<file path="config.mk">
export PLATFORM = sky130hd
export DESIGN_NAME = remote_alarm_monitor
export DESIGN_NICKNAME = d
export VERILOG_FILES = /design/src/rtl/rai_mon_pkg.sv /design/src/rtl/rai_addr_gen.sv /design/src/rtl/rai_eligibility.sv /design/src/rtl/rai_window_acc.sv /design/src/rtl/rai_flag_update.sv /design/src/rtl/remote_alarm_monitor.sv
export SDC_FILE = /design/constraint.sdc
export NUM_CORES = 1
export LEC_CHECK = 0
export BUFFER_PORTS_ARGS = -buffer_cell sky130_fd_sc_hd__buf_2
export CORE_AREA = 2 2 39 41
export CTS_BUF_LIST = sky130_fd_sc_hd__clkbuf_8
export DETAILED_ROUTE_END_ITERATION = 8
export DIE_AREA = 0 0 41 43
export PLACE_DENSITY = 0.64
export SYNTH_ARGS = -nofsm -noshare
export SYNTH_HDL_FRONTEND = slang
export SYNTH_SLANG_ARGS = --single-unit
</file>
<file path="constraint.sdc">
create_clock -name clk -period 1.2 [get_ports clk]
set_clock_uncertainty 0.1 [all_clocks]
set_input_delay 0.36 -clock clk [delete_from_list [all_inputs] [get_ports clk]]
set_output_delay 0.36 -clock clk [all_outputs]
set_load 0.1 [all_outputs]
</file>
<file path="src/rtl/rai_mon_pkg.sv">
// Package: shared types for the remote alarm monitor.
// Assumes nothing beyond the widths given by the top module.
package rai_mon_pkg;
    // Per-window evidence: any odd frame seen, any alarm bit seen.
    typedef struct packed {
        logic seen;
        logic hit;
    } rai_evid_t;
endpackage

</file>
<file path="src/rtl/rai_addr_gen.sv">
// Module: rai_addr_gen
// Forms the buffer address of timeslot 0 of a frame from the
// multiframe and frame indices. Assumes the buffer is laid out as
// multiframe / frame / timeslot fields from most to least significant.
module rai_addr_gen #(
    parameter int MF_W    = 4,
    parameter int FRAME_W = 4,
    parameter int TS_W    = 5,
    localparam int ADDR_W = MF_W + FRAME_W + TS_W
) (
    input  logic [MF_W-1:0]    mf_idx,
    input  logic [FRAME_W-1:0] frame_idx,
    output logic [ADDR_W-1:0]  addr
);
    localparam logic [TS_W-1:0] TS_ZERO = '0;

    // Concatenate the fields; the timeslot is always 0.
    always_comb begin
        addr = {mf_idx, frame_idx, TS_ZERO};
    end
endmodule

</file>
<file path="src/rtl/rai_eligibility.sv">
// Module: rai_eligibility
// Decides whether an offered byte is eligible (odd frame) and whether it
// carries the alarm bit. Assumes the frame index LSB marks odd frames.
module rai_eligibility #(
    parameter int BYTE_W    = 8,
    parameter int ALARM_BIT = 5
) (
    input  logic              byte_vld,
    input  logic [BYTE_W-1:0] ts0_byte,
    input  logic              frame_lsb,
    output logic              odd_ok,
    output logic              odd_hit
);
    // Qualify by valid and odd index, then test the alarm bit.
    always_comb begin
        odd_ok  = byte_vld & frame_lsb;
        odd_hit = odd_ok & ts0_byte[ALARM_BIT];
    end
endmodule

</file>
<file path="src/rtl/rai_window_acc.sv">
// Module: rai_window_acc
// Collects per-window evidence. A byte in a start-only cycle belongs to
// the new window; a byte in an end cycle belongs to the ending window;
// start and end together leave the new window empty.
module rai_window_acc
    import rai_mon_pkg::*;
(
    input  logic      clk,
    input  logic      rst_n,
    input  logic      win_start,
    input  logic      win_end,
    input  logic      odd_ok,
    input  logic      odd_hit,
    output rai_evid_t evid_eff
);
    rai_evid_t evid_q;
    rai_evid_t evid_cur;

    // Evidence of this cycle's byte alone.
    always_comb begin
        evid_cur.seen = odd_ok;
        evid_cur.hit  = odd_hit;
    end

    // Evidence of the window closing now (only meaningful with win_end).
    always_comb begin
        evid_eff.seen = evid_q.seen | evid_cur.seen;
        evid_eff.hit  = evid_q.hit  | evid_cur.hit;
    end

    // Accumulate, restart on window edges.
    always_ff @(posedge clk) begin
        if (!rst_n) begin
            evid_q <= '0;
        end else if (win_end) begin
            evid_q <= '0;
        end else if (win_start) begin
            evid_q <= evid_cur;
        end else begin
            evid_q <= evid_eff;
        end
    end
endmodule

</file>
<file path="src/rtl/rai_flag_update.sv">
// Module: rai_flag_update
// Holds the sticky alarm flag and its change strobe. Updates only on a
// window end that saw at least one odd frame.
module rai_flag_update
    import rai_mon_pkg::*;
(
    input  logic      clk,
    input  logic      rst_n,
    input  logic      win_end,
    input  rai_evid_t evid_eff,
    output logic      alarm_flag,
    output logic      alarm_chg
);
    logic flag_nxt;
    logic upd;

    // Next flag value: follow the hit indicator only when odd frames seen.
    always_comb begin
        upd      = win_end & evid_eff.seen;
        flag_nxt = upd ? evid_eff.hit : alarm_flag;
    end

    // Register flag and a strobe for each change.
    always_ff @(posedge clk) begin
        if (!rst_n) begin
            alarm_flag <= 1'b0;
            alarm_chg  <= 1'b0;
        end else begin
            alarm_flag <= flag_nxt;
            alarm_chg  <= flag_nxt ^ alarm_flag;
        end
    end
endmodule

</file>
<file path="src/rtl/remote_alarm_monitor.sv">
// Module: remote_alarm_monitor (top)
// Watches timeslot-0 bytes of odd frames for the remote alarm bit and
// keeps a sticky flag updated once per scan window. Assumes window
// pulses and bytes are synchronous to clk; reset is synchronous, active low.
module remote_alarm_monitor
    import rai_mon_pkg::*;
#(
    parameter int MF_W      = 4,
    parameter int FRAME_W   = 4,
    parameter int TS_W      = 5,
    parameter int BYTE_W    = 8,
    parameter int ALARM_BIT = 5,
    localparam int ADDR_W   = MF_W + FRAME_W + TS_W
) (
    input  logic               clk,
    input  logic               rst_n,
    input  logic               win_start,
    input  logic               win_end,
    input  logic               byte_vld,
    input  logic [BYTE_W-1:0]  ts0_byte,
    input  logic [FRAME_W-1:0] frame_idx,
    input  logic [MF_W-1:0]    mf_idx,
    output logic [ADDR_W-1:0]  ts0_addr,
    output logic               alarm_flag,
    output logic               alarm_chg
);
    logic      odd_ok;
    logic      odd_hit;
    rai_evid_t evid_eff;

    rai_addr_gen #(
        .MF_W    (MF_W),
        .FRAME_W (FRAME_W),
        .TS_W    (TS_W)
    ) u_addr (
        .mf_idx    (mf_idx),
        .frame_idx (frame_idx),
        .addr      (ts0_addr)
    );

    rai_eligibility #(
        .BYTE_W    (BYTE_W),
        .ALARM_BIT (ALARM_BIT)
    ) u_elig (
        .byte_vld  (byte_vld),
        .ts0_byte  (ts0_byte),
        .frame_lsb (frame_idx[0]),
        .odd_ok    (odd_ok),
        .odd_hit   (odd_hit)
    );

    rai_window_acc u_acc (
        .clk       (clk),
        .rst_n     (rst_n),
        .win_start (win_start),
        .win_end   (win_end),
        .odd_ok    (odd_ok),
        .odd_hit   (odd_hit),
        .evid_eff  (evid_eff)
    );

    rai_flag_update u_flag (
        .clk        (clk),
        .rst_n      (rst_n),
        .win_end    (win_end),
        .evid_eff   (evid_eff),
        .alarm_flag (alarm_flag),
        .alarm_chg  (alarm_chg)
    );
endmodule

</file>
# Word level (Yosys, flattened, before mapping)
# Cells that the tools add are included.
[word_totals]
wordCells = 14
input_bits = 21
regBits = 4
output_inout_bits = 15
[op_classes]
bitwise = 7
mux = 2
n_reduce_logical = 1
[ops]
columns = ["operator", "n"]
rows = [
  ["$and A1 B1 Y1", 3],
  ["$mux W2", 1],
  ["$or A1 B1 Y1", 2],
  ["$reduce_or A2 Y1", 1],
  ["$mux W1", 1],
  ["$not A1 Y1", 1],
  ["$xor A1 B1 Y1", 1],
]

# Logic depth before layout (Yosys ltp)
[logic_depth]
word_depth = 5
ltp_mapped = 3
depth_no_buf = 3

# By module
# Synthesis repeated with hierarchy kept, for this count alone.
[unflattened]
cells_unflattened = 35
area_unflattened_um2 = 309.0
[by_module_without_submodules]
columns = ["mod", "seq_area_each_um2", "cells_per_inst", "area_per_inst_um2", "instances"]
rows = [
  ["rai_window_acc", 40.0, 11, 118.9, 1],
  ["rai_addr_gen", 0.0, 14, 101.3, 1],
  ["rai_flag_update", 40.0, 8, 76.3, 1],
  ["rai_eligibility", 0.0, 2, 12.5, 1],
]

# Worst setup path before layout
# Ideal clock, no wire load.
[synth_path]
kind = "register -> register"
start = "register u_flag.alarm_flag"
end = "register u_flag.alarm_chg"
required_time_ns = 0.984
path_slack_ns = -0.288
n_path_buf = 0
t_arrival_ns = 1.272
path_stages_with_launch = 3
setup_time_ns = 0.116
period_less_slack_ns = 1.488
cell_sequence = "dfxtp_1 -> xnor2_1 -> and3_1"
[synth_between]
elab_chain_cells = 2
[synth_lines]
columns = ["element", "line", "source"]
rows = [
  ["from (decl)", "rai_flag_update.sv:11", "output logic alarm_flag,"],
  ["from (signal assigned)", "rai_flag_update.sv:29", "alarm_flag <= flag_nxt;"],
  ["$mux W1", "rai_flag_update.sv:20", "flag_nxt = upd ? evid_eff.hit : alarm_flag;"],
  ["$xor A1 B1 Y1 (*)", "rai_flag_update.sv:30", "alarm_chg <= flag_nxt ^ alarm_flag;"],
  ["to (signal assigned)", "rai_flag_update.sv:30", ""],
  ["to (decl)", "rai_flag_update.sv:12", "output logic alarm_chg"],
]
# Every way passes the cells marked *; elsewhere a longest branch is shown, timed or not.
# A chain may end at the register's enable or synchronous reset.

# Worst setup path after layout
[layout_path]
start = "register u_flag.alarm_flag"
end = "output port alarm_flag"
[layout_rtl]
columns = ["element", "line", "source"]
rows = [
  ["to (decl)", "remote_alarm_monitor.sv:24", "output logic alarm_flag,"],
]
# No word-level cell between the ends.

==> metrics.md <==
| Metric | Value |
|---|---|
| Clk_lat worst skew | `between 0.2 and 0.25 ns` |
| Switching pwr | `between 0.15 and 0.2 mW` |
| Setup TNS | `0 ns` |
| PortBufs | `9` |
| DRT Wirelength | `468 um` |
| Clock transition at path regs | `approximately 0.03 ns` |
| Sequential area share after synthesis | `roughly 29%` |
| Hold Path Class | `input pin to flop` |
| First-pass GRT wire length | `around 640 um` |
| Core box area | `around 1400 um^2` |
| Initial DRC count | `3` |
| Sw Ratio | `approximately 33%` |
| Top cells by area, synth | `buf_4, dfxtp_1, nand2b_1` |
| Synth area leader | `buf_4` |
| CP top delay family | `flip-flops` |
| Crit path cell chain | `buf_12` |
| Crit-path max cell delay | `0.35 ns` |
| M1 WL | `between 100 and 150 um` |
| Post-synth cell types | `13` |
| Antenna viol nets, final | `0` |
| Final hold slack | `~0.29 ns` |
| Initial core utilization | `19.89%` |
| Internal Pwr Total | `about 0.39 mW` |
| Antenna violations before repair | `0` |
| Clock Power Share | `49.0%` |
| Design Area, Final | `about 360 um^2` |
| Sequential cell area | `approximately 85 um^2` |
| CTS tree | `built` |
| Placed Area | `approximately 310 um^2` |
| Max-slew violations | `0` |
| Crit start category | `flop` |
| Synth Instances | `32` |
| Area occupied by multi-input gates | `approximately 110 um^2` |
| Io pins | `36` |
| R2R depth | `3` |
| CTS sink count | `4` |
| Vias in the first global route | `~180` |
| Layout cells sized above 1 | `44.44%` |
| Die Y | `~43 um` |
| Top sig layer | `met4` |
| Final Critical Period | `~1.2 ns` |
| Remaining DRCs | `0` |
| Seq pwr share | `approximately a quarter` |
| Area grow syn2layout | `29.55%` |
| Max Clock Freq | `between 800 and 900 MHz` |
| Worst EP arrival | `between 0.7 and 0.8 ns` |
| Largest net degree at the start of global routing | `6` |
| Fin nets | `59` |
| CTS buffer count | `3` |
| GP Congestion | `roughly 0.63` |
| Met2 Wirelength | `between 200 and 300 um` |
| Met3 WL | `between 60 and 70 um` |
| Crit-path slowest cell | `dfxtp_4` |
| Period utilization | `99.23%` |
| CP required | `around 0.74 ns` |
| Yosys top cell area share | `between 30% and 40%` |
| Yosys reg bits | `4` |
| Die area | `between 1500 and 2000 um^2` |
| Gate power share | `a little over a quarter` |
| Post-synthesis cell area | `275.3 um^2` |
| Cell area power density | `~1600 nW/um^2` |
| Critical Path End Type | `output pin` |
| Drt wl/cell | `9.000 um` |
| WP buf/inv | `1` |
| FP Rows | `14` |
| Outcome | `completed` |
| Deepest clock path buffer count | `2` |
| VDD IR max | `between 300 and 400 uV` |
| Gr usage total | `around 6.6%` |
| Total of max-cap violations | `0` |
| Finished Layout Cells | `52` |
| Placed cell count | `48` |
| Syn avg cell area | `around 8.6 um^2` |
| Fillers | `around 160` |
| Vias/cell | `around 4` |
| Vias | `roughly 200` |
| Clock root cell | `clkbuf_8` |
| CP Depth | `1` |
| LEAKAGE | `about 0.16 nW` |
| CP Max Fanout | `2` |
| Die W | `41 um` |
| RSZ-0062 raised after global routing | `true` |
| Hold Path Stages | `2` |
| Hold Fails Final Rpt | `0` |
| H-Tree Level Count | `1` |
| ANT cells | `0` |
| First-pass DRT Iterations | `2` |
| GR Overflow Total | `0` |
| Crit Path Class | `flop to output pin` |
| Yosys Warn Count | `0` |
| Setup violations, final | `0` |
layout make-up:
type	count	area share (%)
repair buffers	10	27.37
well taps	16	5.614
clock buffers	3	11.58
flip-flops and latches	4	23.86
multi-input cells	19	31.58
path summary, 6_finish.rpt:
| kind | slack [ns] | to | startpoint |
|---|---|---|---|
| max reg2reg | 0.24 | u_flag.alarm_chg | u_acc.evid_q[0] |
| max | 0.009 | alarm_flag | u_flag.alarm_flag |
| min | 0.29 | u_flag.alarm_flag | rst_n |
| min reg2reg | 0.37 | u_acc.evid_q[1] | u_acc.evid_q[1] |
layout by cell type (no fill, tap or decap):
| master | n |
|---|---|
| conb_1 | 5 |
| clkbuf_8 | 3 |
| nor2b_1 | 1 |
| a21oi_1 | 3 |
| dfxtp_4 | 1 |
| nand3b_1 | 1 |
| o211a_1 | 1 |
| nand2_1 | 1 |
| a31oi_2 | 1 |
| nand2b_1 | 3 |
| dfxtp_1 | 2 |
| and3_1 | 1 |
| buf_2 | 6 |
| buf_12 | 3 |
| dfxtp_2 | 1 |
| buf_4 | 1 |
| xnor2_1 | 1 |
| nand3_1 | 1 |
kinds of logic (layout without fill, tap and decap cells):
| kind of cell | count (synthesis) | count (layout) | synth area share, % |
|---|---|---|---|
| compound gates | 5 | 5 | 13.63 |
| xor+xnor | 1 | 1 | 3.182 |
| buf+inv | 13 | 13 | 35.45 |
| flops | 4 | 4 | 29.09 |
| other cells | 1 | 5 | 1.362 |
| simple gates | 8 | 8 | 17.27 |
through the flow:
step | total power [mW] | utilization [%] | setup slack (ns)
after detailed placement | 0.2967 | 22.06 | 0.01737
after global routing | 0.6071 | 25.77 | -0.009596
after floorplan | 0.3845 | - | 0.04335
after CTS | 0.5916 | 25.77 | 0.0001456
final | 0.5801 | 25.77 | 0.009235
after global placement | 0.2955 | 22.06 | 0.03754
Yosys cell counts:
cell / n
dfxtp_1: 4
xnor2_1: 1
conb_1: 1
a31oi_2: 1
nand3_1: 1
buf_4: 13
nand3b_1: 1
nor2b_1: 1
a21oi_1: 3
and3_1: 1
nand2_1: 1
nand2b_1: 3
o211a_1: 1
flip-flops by register name (all words and copies together), names as in the netlist:
name,flops
u_acc.evid_q,2
u_flag.alarm_flag,1
u_flag.alarm_chg,1
power groups by stage:
stage          registers (mW)  logic [mW]  clock network [mW]
2_1_floorplan           0.162       0.223                   0
3_3_place_gp            0.145       0.151                   0
3_5_place_dp            0.145       0.152                   0
4_1_cts                 0.141       0.155               0.295
5_1_grt                 0.142       0.160               0.305
6_report                0.141       0.155               0.284
repair_timing:
item	4_1_cts	5_1_grt
setup buffers	1	0
pin swaps	0	0
hold buffers	0	0
resized for setup	1	0
endpoints found under the setup margin	1	1
routing by layer:
metal	GRT usage, %	up-vias
met4	8.000	0
met5	0	-
met3	6.806	3
li1	-	95
met1	3.537	90
met2	9.375	15
Note: power is estimated with default switching activity, not from simulation.
